--- src/rtl/irq_summary_pkg.sv ---
package irq_summary_pkg;
  localparam int unsigned ADDR_W   = 4;
  localparam int unsigned DATA_W   = 8;
  localparam int unsigned NUM_AUX  = 4;
  localparam int unsigned NUM_ONE  = 4;
  localparam int unsigned NUM_CI   = 2;
  localparam logic [DATA_W-1:0] MASK_RST = 8'hFC;

  typedef enum logic [ADDR_W-1:0] {
    A_SUM  = 4'd0,
    A_HDLC = 4'd1,
    A_SYNC = 4'd2,
    A_CI0  = 4'd3,
    A_CI1  = 4'd4,
    A_AUX  = 4'd5,
    A_TRX  = 4'd6,
    A_MON  = 4'd7,
    A_MASK = 4'd8
  } reg_addr_e;

  localparam int unsigned B_HDLC = 7;
  localparam int unsigned B_SYNC = 6;
  localparam int unsigned B_CI   = 5;
  localparam int unsigned B_AUX  = 4;
  localparam int unsigned B_TRX  = 3;
  localparam int unsigned B_MON  = 2;
endpackage

--- src/rtl/irq_cor_latch.sv ---
module irq_cor_latch #(
  parameter int unsigned W = 1
) (
  input  logic         clk_i,
  input  logic         rst_ni,
  input  logic [W-1:0] set_i,
  input  logic         clr_i,
  output logic [W-1:0] q_o
);
  logic [W-1:0] q_q;

  // set beats clear so no event is lost
  always_ff @(posedge clk_i or negedge rst_ni) begin
    if (!rst_ni) q_q <= '0;
    else         q_q <= (q_q & ~{W{clr_i}}) | set_i;
  end

  assign q_o = q_q;
endmodule

--- src/rtl/irq_ci_detect.sv ---
module irq_ci_detect #(
  parameter int unsigned W = 4
) (
  input  logic         clk_i,
  input  logic         rst_ni,
  input  logic [W-1:0] val_i,
  input  logic         clr_i,
  output logic [W-1:0] val_o,
  output logic         chg_o
);
  logic [W-1:0] val_q;
  logic         chg_q;
  logic         diff;

  assign diff = (val_i != val_q);

  always_ff @(posedge clk_i or negedge rst_ni) begin
    if (!rst_ni) begin
      val_q <= '0;
      chg_q <= 1'b0;
    end else begin
      val_q <= val_i;
      chg_q <= (chg_q & ~clr_i) | diff;
    end
  end

  assign val_o = val_q;
  assign chg_o = chg_q;
endmodule

--- src/rtl/irq_summary.sv ---
module irq_summary
  import irq_summary_pkg::*;
#(
  parameter int unsigned CI_W = 4
) (
  input  logic                clk_i,
  input  logic                rst_ni,
  input  logic                hdlc_evt_i,
  input  logic                sync_evt_i,
  input  logic                trx_evt_i,
  input  logic                mon_evt_i,
  input  logic [NUM_AUX-1:0]  aux_evt_i,
  input  logic [CI_W-1:0]     ci0_i,
  input  logic [CI_W-1:0]     ci1_i,
  input  logic                rd_en_i,
  input  logic [ADDR_W-1:0]   rd_addr_i,
  input  logic                wr_en_i,
  input  logic [DATA_W-1:0]   wr_data_i,
  output logic [DATA_W-1:0]   rd_data_o,
  output logic                irq_o
);
  localparam int unsigned CI_VAL_W = DATA_W - 1;

  // single-source order: 0 hdlc, 1 sync, 2 trx, 3 mon
  logic [NUM_ONE-1:0]           one_evt, one_clr, one_q;
  logic [NUM_CI-1:0][CI_W-1:0]  ci_in, ci_val;
  logic [NUM_CI-1:0]            ci_clr, ci_chg;
  logic [NUM_AUX-1:0]           aux_q;
  logic                         aux_clr;
  logic [DATA_W-1:0]            mask_q;
  logic [DATA_W-1:0]            summary;

  function automatic logic hit(input logic en, input logic [ADDR_W-1:0] a,
                               input reg_addr_e r);
    return en && (a == r);
  endfunction

  assign one_evt = {mon_evt_i, trx_evt_i, sync_evt_i, hdlc_evt_i};
  assign one_clr = {hit(rd_en_i, rd_addr_i, A_MON), hit(rd_en_i, rd_addr_i, A_TRX),
                    hit(rd_en_i, rd_addr_i, A_SYNC), hit(rd_en_i, rd_addr_i, A_HDLC)};
  assign ci_in   = {ci1_i, ci0_i};
  assign ci_clr  = {hit(rd_en_i, rd_addr_i, A_CI1), hit(rd_en_i, rd_addr_i, A_CI0)};
  assign aux_clr = hit(rd_en_i, rd_addr_i, A_AUX);

  for (genvar g = 0; g < NUM_ONE; g++) begin : g_one
    irq_cor_latch #(.W(1)) u_lat (
      .clk_i  (clk_i),
      .rst_ni (rst_ni),
      .set_i  (one_evt[g]),
      .clr_i  (one_clr[g]),
      .q_o    (one_q[g])
    );
  end

  for (genvar g = 0; g < NUM_CI; g++) begin : g_ci
    irq_ci_detect #(.W(CI_W)) u_ci (
      .clk_i  (clk_i),
      .rst_ni (rst_ni),
      .val_i  (ci_in[g]),
      .clr_i  (ci_clr[g]),
      .val_o  (ci_val[g]),
      .chg_o  (ci_chg[g])
    );
  end

  irq_cor_latch #(.W(NUM_AUX)) u_aux (
    .clk_i  (clk_i),
    .rst_ni (rst_ni),
    .set_i  (aux_evt_i),
    .clr_i  (aux_clr),
    .q_o    (aux_q)
  );

  always_ff @(posedge clk_i or negedge rst_ni) begin
    if (!rst_ni)                              mask_q <= MASK_RST;
    else if (hit(wr_en_i, rd_addr_i, A_MASK)) mask_q <= wr_data_i;
  end

  always_comb begin
    summary         = '0;
    summary[B_HDLC] = one_q[0];
    summary[B_SYNC] = one_q[1];
    summary[B_CI]   = |ci_chg;
    summary[B_AUX]  = |aux_q;
    summary[B_TRX]  = one_q[2];
    summary[B_MON]  = one_q[3];
  end

  always_comb begin
    rd_data_o = '0;
    case (rd_addr_i)
      A_SUM:  rd_data_o = summary;
      A_HDLC: rd_data_o = DATA_W'(one_q[0]);
      A_SYNC: rd_data_o = DATA_W'(one_q[1]);
      A_CI0:  rd_data_o = {ci_chg[0], CI_VAL_W'(ci_val[0])};
      A_CI1:  rd_data_o = {ci_chg[1], CI_VAL_W'(ci_val[1])};
      A_AUX:  rd_data_o = DATA_W'(aux_q);
      A_TRX:  rd_data_o = DATA_W'(one_q[2]);
      A_MON:  rd_data_o = DATA_W'(one_q[3]);
      A_MASK: rd_data_o = mask_q;
      default: rd_data_o = '0;
    endcase
  end

  assign irq_o = |(summary & mask_q);
endmodule

--- config.mk ---
export PLATFORM = sky130hd
export DESIGN_NAME = irq_summary
export DESIGN_NICKNAME = d
export VERILOG_FILES = /design/src/rtl/irq_summary_pkg.sv /design/src/rtl/irq_cor_latch.sv /design/src/rtl/irq_ci_detect.sv /design/src/rtl/irq_summary.sv
export SDC_FILE = /design/constraint.sdc
export NUM_CORES = 1
export LEC_CHECK = 0
export ABC_CLOCK_PERIOD_IN_PS = 2900
export BUFFER_PORTS_ARGS = -buffer_cell sky130_fd_sc_hd__buf_2
export CAP_MARGIN = 40
export CORE_MARGIN = 2
export CORE_UTILIZATION = 40
export CTS_CLUSTER_SIZE = 30
export DETAILED_ROUTE_END_ITERATION = 12
export GPL_ROUTABILITY_DRIVEN = 1
export PLACE_DENSITY = 0.6
export SLEW_MARGIN = 20
export SYNTH_ARGS = -nofsm -noshare
export SYNTH_HDL_FRONTEND = slang
export SYNTH_HIERARCHICAL = 1
export SYNTH_SLANG_ARGS = --single-unit
--- constraint.sdc ---
create_clock -name clk_i -period 2.9 [get_ports clk_i]
set_clock_uncertainty 0.1 [all_clocks]
set_input_delay 0.87 -clock clk_i [delete_from_list [all_inputs] [get_ports clk_i]]
set_output_delay 0.87 -clock clk_i [all_outputs]
set_load 0.01 [all_outputs]
Word level (Yosys, flattened, before mapping)
Index checks and enable logic that the tools add are counted.
{ "word_totals": {"n_memories": 0, "ff_bits": 26, "mem_bits_ro": 0, "ramBits": 0, "latchBits": 0, "word_cells": 55} }
{ "op_classes": {"order_cmp": 0, "eq_ne": 10, "bitwise_logic": 22, "mul": 0, "n_mux": 1, "n_addsub": 0, "n_shift": 0, "reduce_logical": 12, "div_mod_pow": 0} }
{ "ops": {"columns": ["operator", "n"], "rows": [
  ["$pmux 8 s9", 1],
  ["$eq 4x3->1 const B", 4],
  ["$and 8x8->8", 1],
  ["$eq 4x2->1 const B", 2],
  ["$logic_and 1x1->1", 8],
  ["$ne 4x4->1", 2],
  ["$reduce_or 8->1", 1],
  ["$and 1x1->1", 6],
  ["$not 1->1", 6],
  ["$or 1x1->1", 6],
  ["$and 4x4->4", 1],
  ["$eq 4x1->1 const B", 1],
  ["$eq 4x4->1 const B", 1],
  ["$logic_not 4->1", 1],
  ["$not 4->4", 1],
  ["$or 4x4->4", 1],
  ["$reduce_or 4->1", 1],
  ["$reduce_or 2->1", 1]
]} }

Longest topological paths before layout
Gate-level depths: netlist of run 1.
{ "logic_depth": {"ltp_word": 5, "depth_mapped": 8} }

Cells and area by module
The synthesis of run 1 kept the hierarchy.
{ "by_module_without_submodules": {"columns": ["module", "seq_area_each_um2", "area_each_um2", "cells_per_inst", "instances"], "rows": [
  ["irq_summary", 207.7, 790.8, 87, 1],
  ["irq_ci_detect", 125.1, 176.4, 12, 2],
  ["irq_cor_latch (g_one[0].u_lat ...)", 25.0, 36.3, 3, 4],
  ["irq_cor_latch (u_aux)", 100.1, 133.9, 9, 1]
]} }

Worst setup path before layout of run 1
Ideal clock, no wire load.
{ "synth_timing": {"path_kind": "input port to output port", "start": "in rd_addr_i[1]", "end": "out rd_data_o[0]", "setup_slack_ns": 0.188, "path_buffers": 1, "cell_stages": 4, "t_required_ns": 1.930, "t_arrival_ns": 1.742, "path_cell_list": "buf_6 > mux2_4 > a222oi_1 > nand3_1"} }
{ "synth_between": {"elab_chain_len": 2, "elab_cells_between_ends": 10, "classes_between": "eq/ne: 8; mux: 1; reduce/logical: 1"} }
{ "synth_rtl": {"columns": ["item", "line", "rtl"], "rows": [
  ["from (decl)", "irq_summary.sv:16", "input logic [ADDR_W-1:0] rd_addr_i,"],
  ["$eq 4x4->1 (tied with other cells)", "irq_summary.sv:91", "case (rd_addr_i)"],
  ["$pmux 8 s9 *", "irq_summary.sv:91", null],
  ["to (decl)", "irq_summary.sv:19", "output logic [DATA_W-1:0] rd_data_o,"]
]} }
Every way passes the cells marked *; elsewhere a longest branch is shown, timed or not.

Final worst setup path of run 1
{ "layout_timing": {"start": "in rd_addr_i[0]", "end": "out rd_data_o[0]"} }
The elaborated chain is that of the path after synthesis.

==> impl_metrics.env, run 1 <==
export IMPL_outcome="completed"
export IMPL_drive_gt1_share_pct=39.7
export IMPL_crit_family="simple AND/OR/NAND/NOR gates"
export IMPL_setup_violations=0
export IMPL_grt_pass1_wl_mm=5.74
export IMPL_gp_congestion=0.829
export IMPL_ff2ff_path_depth=3
export IMPL_clock_latency_ns=0.32
export IMPL_antenna_found_initial=0
export IMPL_h_tree_depth=1
export IMPL_fillers=354
export IMPL_synthesis_nets=164
export IMPL_dp_hpwl_mm=2.69
export IMPL_syn_area_per_cell_sq_um=10.8
export IMPL_drt_wl_total_mm=3.38
export IMPL_netlist_top_cells_area="dfrtp_1 35%, dfstp_2 11%, mux2_1 6.3%, a21o_1 4.2%, xnor2_1 3.7%"
export IMPL_synth_top_area_share_pct=35.2
export IMPL_post_cts_buffers=0
export IMPL_num_vias=1199
export IMPL_cp_cell_sequence="buf_4, and3b_2, a222oi_1, nand3_1, buf_2"
export IMPL_finalHoldViolations=0
export IMPL_hold_slack_ns=0.415
export IMPL_nets=212
export IMPL_r2r_start="g_ci[0].u_ci/val_o[0]"
export IMPL_critPathMaxFanout=13
export IMPL_yosysUniqueCellTypes=44
export IMPL_most_common_layout_cells="36 x buf_2, 20 x dfrtp_1, 11 x buf_4"
export IMPL_crit_slowest_cell="a222oi_1"
export IMPL_first_iter_violations=52
export IMPL_fp_dieW_um=63.6
export IMPL_p_leak_nw=0.770
export IMPL_crit_buf_inv=2
export IMPL_die_h_um=63.6
export IMPL_yosysTopAreaCell="dfrtp_1"
export IMPL_crit_reg2reg_capture="g_ci[0].u_ci/chg_o"
export IMPL_max_stage_delay_ns=0.33
export IMPL_clock_root_buffer="clkbuf_4"
export IMPL_io_pins=41
export IMPL_grtUsageTotal_pct=18.3
export IMPL_clk_pin_slew_ns=0.14
export IMPL_path_class="in -> out"
export IMPL_grt_max_degree=27
export IMPL_cp_required_ns=1.93
export IMPL_synth_seq_area_share_pct=46.3
export IMPL_syn_area_sq_um=1420
export IMPL_grt_overflow=0
export IMPL_numCtsBuffers=3
export IMPL_fmax_ghz=0.353
export IMPL_ir_drop_v=0.000289
export IMPL_p_per_area_nw_per_um2=469
export IMPL_grt_setup_unrepaired="no"
export IMPL_port_buffers=40
export IMPL_drc_errors=0
export IMPL_synth_warnings=6
export IMPL_clock_path_buffers=2
export IMPL_cts_sinks=26
export IMPL_die_area_sq_um=4050
export IMPL_fin_crit_ns=2.83
export IMPL_cts_repair_resized=0
export IMPL_arrival_ns=1.86
export IMPL_first_pass_iters=4
export IMPL_post_route_period_util_pct=97.7
export IMPL_cts_hold_buf=0
export IMPL_syn2layout_area_growth_pct=27.0
export IMPL_final_setup_tns_ns=0
export IMPL_r2r_setup_slack_ns=1.85
export IMPL_relSlewSlack_pct=62.1
export IMPL_maxCapViolations=0
export IMPL_worstSetupEndpointType="primary output"
export IMPL_tightest_slew_ns=0.568
export IMPL_wire_per_inst_um=15.0
export IMPL_rows=21
export IMPL_grt_pass1_vias=1202
export IMPL_core_sq_um=3360
export IMPL_ys_seq_elements=26
export IMPL_hold_path_class="in -> async"
export IMPL_final_antenna_net_count=0
export IMPL_cts_tree="yes"
export IMPL_drv_slew=0
export IMPL_vias_per_cell=5.33
export IMPL_final_common_cell="buf_2"
export IMPL_postSynthCellCount=132
export IMPL_initial_utilization_pct=42.3
export IMPL_diodes=0
export IMPL_start_kind="primary input"
==> final cells by class <==
| type | instances | area [sq um] | share of cell area (%) |
|---|---|---|---|
| Multi-Input combinational cell | 90 | 706 | 39.1 |
| Sequential cell | 26 | 658 | 36.4 |
| Timing Repair Buffer | 50 | 297 | 16.4 |
| Tap cell | 46 | 57.6 | 3.19 |
| Inverter | 9 | 36.3 | 2.01 |
| Clock inverter | 1 | 30.0 | 1.66 |
| Clock buffer | 3 | 22.5 | 1.25 |
==> through the flow <==
stage          cell area (sq um)  utilization (%)  instances  total power [W]  setup WS [ns]
6_report                    1810             53.7        225         0.000847         0.0659
5_1_grt                     1810             53.7        225         0.000899         0.0182
4_1_cts                     1770             52.5        225         0.000854       0.000193
3_5_place_dp                1710             51.0        221         0.000602       0.000386
3_3_place_gp                1710             51.0        221         0.000597         0.0141
2_1_floorplan               1420                -        132         0.000530          0.188
==> state kept, by name (all words and copies together), names as in the netlist <==
name	flops
mask_q	8
u_aux/q_o	4
g_ci.u_ci/chg_o	2
g_ci.u_ci/val_o	8
g_one.u_lat/q_o	4
==> Yosys cell counts, drive strengths merged <==
cell type	count
a22oi	2
mux2i	4
inv	7
a32oi	2
and3b	3
nor2b	1
a32o	1
and4b	2
nand3	2
mux2	9
a21oi	4
and2b	1
xnor2	6
nor2	9
nand4	3
and3	1
nand2b	1
xor2	2
a21o	8
o21ai	3
nand2	5
o22ai	1
nor4b	1
o31a	1
a31oi	1
nor3	4
a222oi	1
nor4bb	2
or4	1
a22o	1
buf	7
dfstp	6
a2111oi	1
dfrtp	20
o31ai	2
or2	1
nand3b	3
clkinvlp	2
o2bb2ai	1
==> worst reg2reg max path, cell delays in order, from the launching register on <==
cell and delay, ns:
dfrtp_1 0.43, xor2_1 0.17, a21oi_1 0.13, nand4_1 0.11
==> worst max path at each step <==
stage | cells past startpoint | from | slack (ns) | end
floorplan | 4 | rd_addr_i[1] | 0.19 | rd_data_o[0]
global placement | 5 | rd_addr_i[1] | 0.01 | rd_data_o[0]
detailed placement | 5 | rd_addr_i[1] | 0.0004 | rd_data_o[0]
CTS | 5 | rd_addr_i[1] | 0.0002 | rd_data_o[0]
global route | 6 | rd_addr_i[0] | 0.02 | rd_data_o[7]
finish | 5 | rd_addr_i[0] | 0.07 | rd_data_o[0]
==> routing by layer <==
metal	share of wire, %	track usage [%]
met1	44	24.8
met2	49	30.3
met3	6.5	4.64
met4	0.74	2.45
met5	0	0
==> kinds of logic after synthesis <==
kind of cell / count (synthesis) / share of synthesized area (%)
buf+inv: 16 / 5.45
mux: 13 / 10.2
simple gates: 40 / 17.9
xor+xnor: 8 / 4.93
flops: 26 / 46.3
compound gates: 29 / 15.2
==> power by group <==
group	internal, W	leakage [nW]	switching, W
logic	0.0000841	0.473	0.0000751
registers	0.000411	0.270	0.0000273
clock network	0.000140	0.0279	0.000110
total	0.000635	0.770	0.000212
Power figures use the tool's default switching activity.
==> inputs of run 2 (changes only) <==
- CELL_PAD_IN_SITES_DETAIL_PLACEMENT: default -> 1
- CELL_PAD_IN_SITES_GLOBAL_PLACEMENT: default -> 1
- CORE_UTILIZATION: 40 -> 39
- PLACE_DENSITY: 0.6 -> 0.74
==> run 2 against run 1 <==
Net effect:
- via count is 1.7% higher
- global-route usage rose by 1.4 points
- register-to-register slack improved by 0.03 ns
- cell count increased by 0.44%
- cell area fell by 1.0%
- combinational power increased by 4%
- clock-buffer cell count grew 1
- sequential share of layout area is 0.38 points higher
- clock power shrank 24%
- largest power group unchanged
==> impl_metrics.env, run 2 (synthesis results as in run 1) <==
export IMPL_outcome="completed"
export IMPL_top_usage_layer="met2"
export IMPL_fillers=402
export IMPL_final_common_cell="buf_2"
export IMPL_placed_cell_area_sq_um=1710
export IMPL_h_tree_depth=1
export IMPL_drt_wl_total_mm=3.75
export IMPL_syn2layout_area_growth_pct=25.7
export IMPL_grt_overflow=0
export IMPL_first_iter_violations=18
export IMPL_clock_path_buffers=2
export IMPL_clk_pin_slew_ns=0.14
export IMPL_fp_dieW_um=64.4
export IMPL_start_kind="primary input"
export IMPL_grt_use_met1_pct=26.3
export IMPL_fin_crit_ns=2.85
export IMPL_drc_errors=0
export IMPL_grtUsageTotal_pct=19.7
export IMPL_drv_slew=0
export IMPL_r2r_setup_slack_ns=1.88
export IMPL_grt_max_degree=27
export IMPL_port_buffers=40
export IMPL_arrival_ns=1.88
export IMPL_most_common_layout_cells="36 x buf_2, 20 x dfrtp_1, 13 x buf_4"
export IMPL_initial_utilization_pct=41.6
export IMPL_io_pins=41
export IMPL_drive_gt1_share_pct=39.4
export IMPL_finalHoldViolations=0
export IMPL_die_h_um=64.4
export IMPL_crit_reg2reg_capture="g_ci[0].u_ci/chg_o"
export IMPL_grt_util_met2_pct=32.9
export IMPL_p_per_area_nw_per_um2=443
export IMPL_path_class="in -> out"
export IMPL_final_area_sq_um=1790
export IMPL_setup_violations=0
export IMPL_fin_ws_ns=0.0505
export IMPL_diodes=0
export IMPL_core_sq_um=3420
export IMPL_r2r_start="g_ci[0].u_ci/val_o[0]"
export IMPL_clock_root_buffer="clkbuf_4"
export IMPL_maxCapViolations=0
export IMPL_worstSetupEndpointType="primary output"
export IMPL_vias_per_cell=5.39
export IMPL_hold_path_class="in -> async"
export IMPL_dp_slack_ns=-0.0540
export IMPL_fmax_ghz=0.351
export IMPL_grt_setup_unrepaired="no"
export IMPL_cts_tree="yes"
export IMPL_nets=213
export IMPL_num_vias=1219
export IMPL_use_met3_pct=3.70
export IMPL_critPathMaxFanout=8
export IMPL_cp_required_ns=1.93
export IMPL_dp_hpwl_mm=3.04
export IMPL_cts_sinks=26
export IMPL_clock_latency_ns=0.33
export IMPL_numCtsBuffers=3
export IMPL_grt_pass1_wl_mm=6.23
export IMPL_p_leak_nw=0.768
export IMPL_post_route_period_util_pct=98.3
export IMPL_die_area_sq_um=4150
export IMPL_rows=21
export IMPL_cts_hold_buf=0
export IMPL_relSlewSlack_pct=61.5
export IMPL_utilization_pct=52.3
export IMPL_ir_drop_v=0.000254
export IMPL_antenna_found_initial=0
export IMPL_wire_per_inst_um=16.6
export IMPL_grt_pass1_vias=1269
export IMPL_gp_congestion=0.825
export IMPL_tightest_slew_ns=0.577
export IMPL_final_antenna_net_count=0
export IMPL_ff2ff_path_depth=3
export IMPL_first_pass_iters=4
run 2: final cells by class:
cell class              instances  area [sq um]  area share, %
flip-flops and latches         26           658           36.8
repair buffers                 51           305           17.1
well taps                      46          57.6           3.22
multi-input cells              90           694           38.8
inverters                       9          36.3           2.03
clock buffers                   4          36.3           2.03
run 2: metrics by stage:
| stage | TNS, ns | hold WS, ns | power [W] | cells |
|---|---|---|---|---|
| finish | 0 | 0.410 | 0.000791 | 226 |
| global route | 0 | 0.424 | 0.000840 | 226 |
| CTS | 0 | 0.423 | 0.000799 | 226 |
| detailed placement | -0.0540 | 0.391 | 0.000607 | 221 |
| global placement | -0.00473 | 0.398 | 0.000596 | 221 |
| floorplan | 0 | 0.356 | 0.000530 | 132 |
run 2: worst max path at each step:
| stage | start | end | slack [ns] | cells past startpoint |
|---|---|---|---|---|
| final | rd_addr_i[1] | rd_data_o[0] | 0.05 | 5 |
| after global routing | rd_addr_i[0] | rd_data_o[0] | 0.001 | 5 |
| after detailed placement | rd_addr_i[1] | rd_data_o[0] | -0.05 | 5 |
| after global placement | rd_addr_i[1] | rd_data_o[0] | -0.005 | 5 |
| after CTS | rd_addr_i[0] | rd_data_o[0] | 0.002 | 5 |
| after floorplan | rd_addr_i[1] | rd_data_o[0] | 0.19 | 4 |
run 2: report_power, final:
| group | leakage, nW | switching (W) | internal, W | total (W) |
|---|---|---|---|---|
| Combinational | 0.477 | 0.0000801 | 0.0000846 | 0.000165 |
| Clock | 0.0210 | 0.000111 | 0.0000770 | 0.000188 |
| Sequential | 0.270 | 0.0000273 | 0.000411 | 0.000438 |
| Total | 0.768 | 0.000219 | 0.000573 | 0.000791 |
run 2: metal layers:
metal,vias to the layer above,wire [um]
li1,577,-
met1,612,1650
met2,24,1890
met3,6,153
met4,0,53
met5,-,0
run 2: critical path, stage by stage:
cell and delay, ns:
buf_12 0.11, mux2_4 0.29, a222oi_1 0.35, nand3_1 0.10
buf_2 0.15
run 2: repair_timing:
item | 4_1_cts | 5_1_grt
hold endpoints to repair | 0 | 0
pin swaps | 2 | 3
setup buffers | 1 | 0
setup endpoints to repair | 1 | 4
gates resized for setup | 3 | 8
==> inputs of run 3 (changes only) <==
- BUFFER_PORTS_ARGS: -buffer_cell sky130_fd_sc_hd__buf_2 -> default
- CORE_UTILIZATION: 39 -> 40
- DONT_BUFFER_PORTS: default -> 1
- GPL_ROUTABILITY_DRIVEN: 1 -> default
- PLACE_DENSITY: 0.74 -> 0.63
==> run 3 against run 2 <==
Net effect:
- first-iteration DRC count increased by 140%
- wire length shrank 5.2%
- combinational power down 41%
- die area down 2.3%
- cell count is 23% lower
- highest routed layer unchanged
==> impl_metrics.env, run 3 (synthesis results as in run 1) <==
export IMPL_outcome="completed"
export IMPL_initial_utilization_pct=42.3
export IMPL_fin_crit_ns=2.65
export IMPL_arrival_ns=1.68
export IMPL_grt_overflow=0
export IMPL_vias_per_cell=5.64
export IMPL_core_sq_um=3360
export IMPL_grt_use_met1_pct=27.2
export IMPL_wire_per_inst_um=20.3
export IMPL_setup_violations=0
export IMPL_drc_errors=0
export IMPL_worstSetupEndpointType="primary output"
export IMPL_r2r_start="g_ci[1].u_ci/val_o[0]"
export IMPL_most_common_layout_cells="20 x dfrtp_1, 8 x nor2_1, 8 x mux2_1, 8 x a21o_1"
export IMPL_antenna_found_initial=0
export IMPL_seqPwrFrac_pct=60.5
export IMPL_ir_drop_v=0.000307
export IMPL_port_buffers=0
export IMPL_r2r_setup_slack_ns=1.86
export IMPL_die_area_sq_um=4050
export IMPL_post_route_period_util_pct=91.4
export IMPL_top_usage_layer="met2"
export IMPL_p_int_w=0.000540
export IMPL_p_switching_w=0.000183
export IMPL_endpoint="rd_data_o[0]"
export IMPL_syn2layout_area_growth_pct=3.69
export IMPL_crit_family="compound AO/OA/AOI/OAI gates"
export IMPL_final_common_cell="dfrtp_1"
export IMPL_rows=21
export IMPL_drv_slew=0
export IMPL_die_h_um=63.6
export IMPL_nets=162
export IMPL_clock_latency_ns=0.33
export IMPL_power_share_switching_pct=25.3
export IMPL_h_tree_depth=1
export IMPL_maxCapViolations=0
export IMPL_dp_hpwl_mm=2.73
export IMPL_clk_pin_slew_ns=0.14
export IMPL_grt_util_met2_pct=29.6
export IMPL_start_kind="primary input"
export IMPL_drive_gt1_share_pct=14.0
export IMPL_p_leak_nw=0.541
export IMPL_cts_hold_buf=0
export IMPL_grtUsageTotal_pct=19.1
export IMPL_clock_root_buffer="clkbuf_4"
export IMPL_drt_wl_total_mm=3.56
export IMPL_critPathMaxFanout=19
export IMPL_grt_pass1_vias=1124
export IMPL_grt_setup_unrepaired="no"
export IMPL_max_stage_delay_ns=0.33
export IMPL_diodes=0
export IMPL_first_iter_violations=43
export IMPL_clock_path_buffers=2
export IMPL_hold_path_class="in -> async"
export IMPL_cp_required_ns=1.93
export IMPL_gp_congestion=0.842
export IMPL_crit_slowest_cell="a222oi_1"
export IMPL_fmax_ghz=0.377
export IMPL_utilization_pct=43.9
export IMPL_pwr_share_comb_pct=13.4
export IMPL_io_pins=41
export IMPL_clock_power_share_pct=26.1
export IMPL_fp_dieW_um=63.6
export IMPL_cp_num_cells=3
export IMPL_use_met3_pct=2.86
export IMPL_post_cts_buffers=0
export IMPL_num_vias=987
export IMPL_final_area_sq_um=1480
export IMPL_tightest_slew_ns=0.510
export IMPL_p_per_area_nw_per_um2=491
export IMPL_relSlewSlack_pct=65.7
export IMPL_ff2ff_path_depth=3
export IMPL_cp_cell_sequence="mux2_4, a222oi_1, nand3_1"
export IMPL_first_pass_iters=4
export IMPL_startpoint="rd_addr_i[1]"
export IMPL_crit_buf_inv=0
export IMPL_path_class="in -> out"
export IMPL_final_antenna_net_count=0
export IMPL_placed_cell_area_sq_um=1440
export IMPL_final_setup_tns_ns=0
export IMPL_grt_pass1_wl_mm=5.91
export IMPL_cts_sinks=26
export IMPL_crit_reg2reg_capture="g_ci[1].u_ci/chg_o"
export IMPL_finalHoldViolations=0
export IMPL_numCtsBuffers=3
export IMPL_cts_tree="yes"
export IMPL_grt_max_degree=27
export IMPL_cts_repair_resized=0
## run 3: cell type report
| cell class | count | area [sq um] |
|---|---|---|
| multi-input cells | 90 | 687 |
| flip-flops and latches | 26 | 658 |
| clock buffers | 4 | 36.3 |
| fillers | 393 | 1890 |
| well taps | 46 | 57.6 |
| inverters | 9 | 36.3 |
## run 3: through the flow
| stage | power, W | hold slack [ns] | std cells | worst slack, ns |
|---|---|---|---|---|
| 6_report | 0.000724 | 0.0999 | 175 | 0.249 |
| 3_5_place_dp | 0.000544 | 0.404 | 171 | 0.243 |
| 5_1_grt | 0.000759 | 0.0865 | 175 | 0.152 |
| 3_3_place_gp | 0.000540 | 0.398 | 171 | 0.262 |
| 2_1_floorplan | 0.000530 | 0.356 | 132 | 0.188 |
| 4_1_cts | 0.000730 | 0.0986 | 175 | 0.236 |
## run 3: worst min-delay path by stage
stage	startpoint	end	cells past startpoint
after floorplan	mask_q[0]	mask_q[0]	1
after global placement	u_aux/q_o[2]	u_aux/q_o[2]	1
after detailed placement	u_aux/q_o[2]	u_aux/q_o[2]	1
after CTS	rst_ni	g_one[0].u_lat/q_o	0
after global routing	rst_ni	g_one[0].u_lat/q_o	0
final	rst_ni	g_one[1].u_lat/q_o	0
## run 3: power groups by stage
stage               clock, W  combinational (W)  sequential [W]
floorplan                  0          0.0000954        0.000434
global placement           0          0.0000945        0.000446
detailed placement         0          0.0000974        0.000447
CTS                 0.000192          0.0000980        0.000440
global route        0.000206           0.000108        0.000445
finish              0.000189          0.0000968        0.000438
## run 3: layer usage
metal / part of all wire [%] / routed length (um)
met5: 0 / 0
met4: 2.7 / 96
met3: 5.4 / 192
met2: 47 / 1670
met1: 45 / 1600
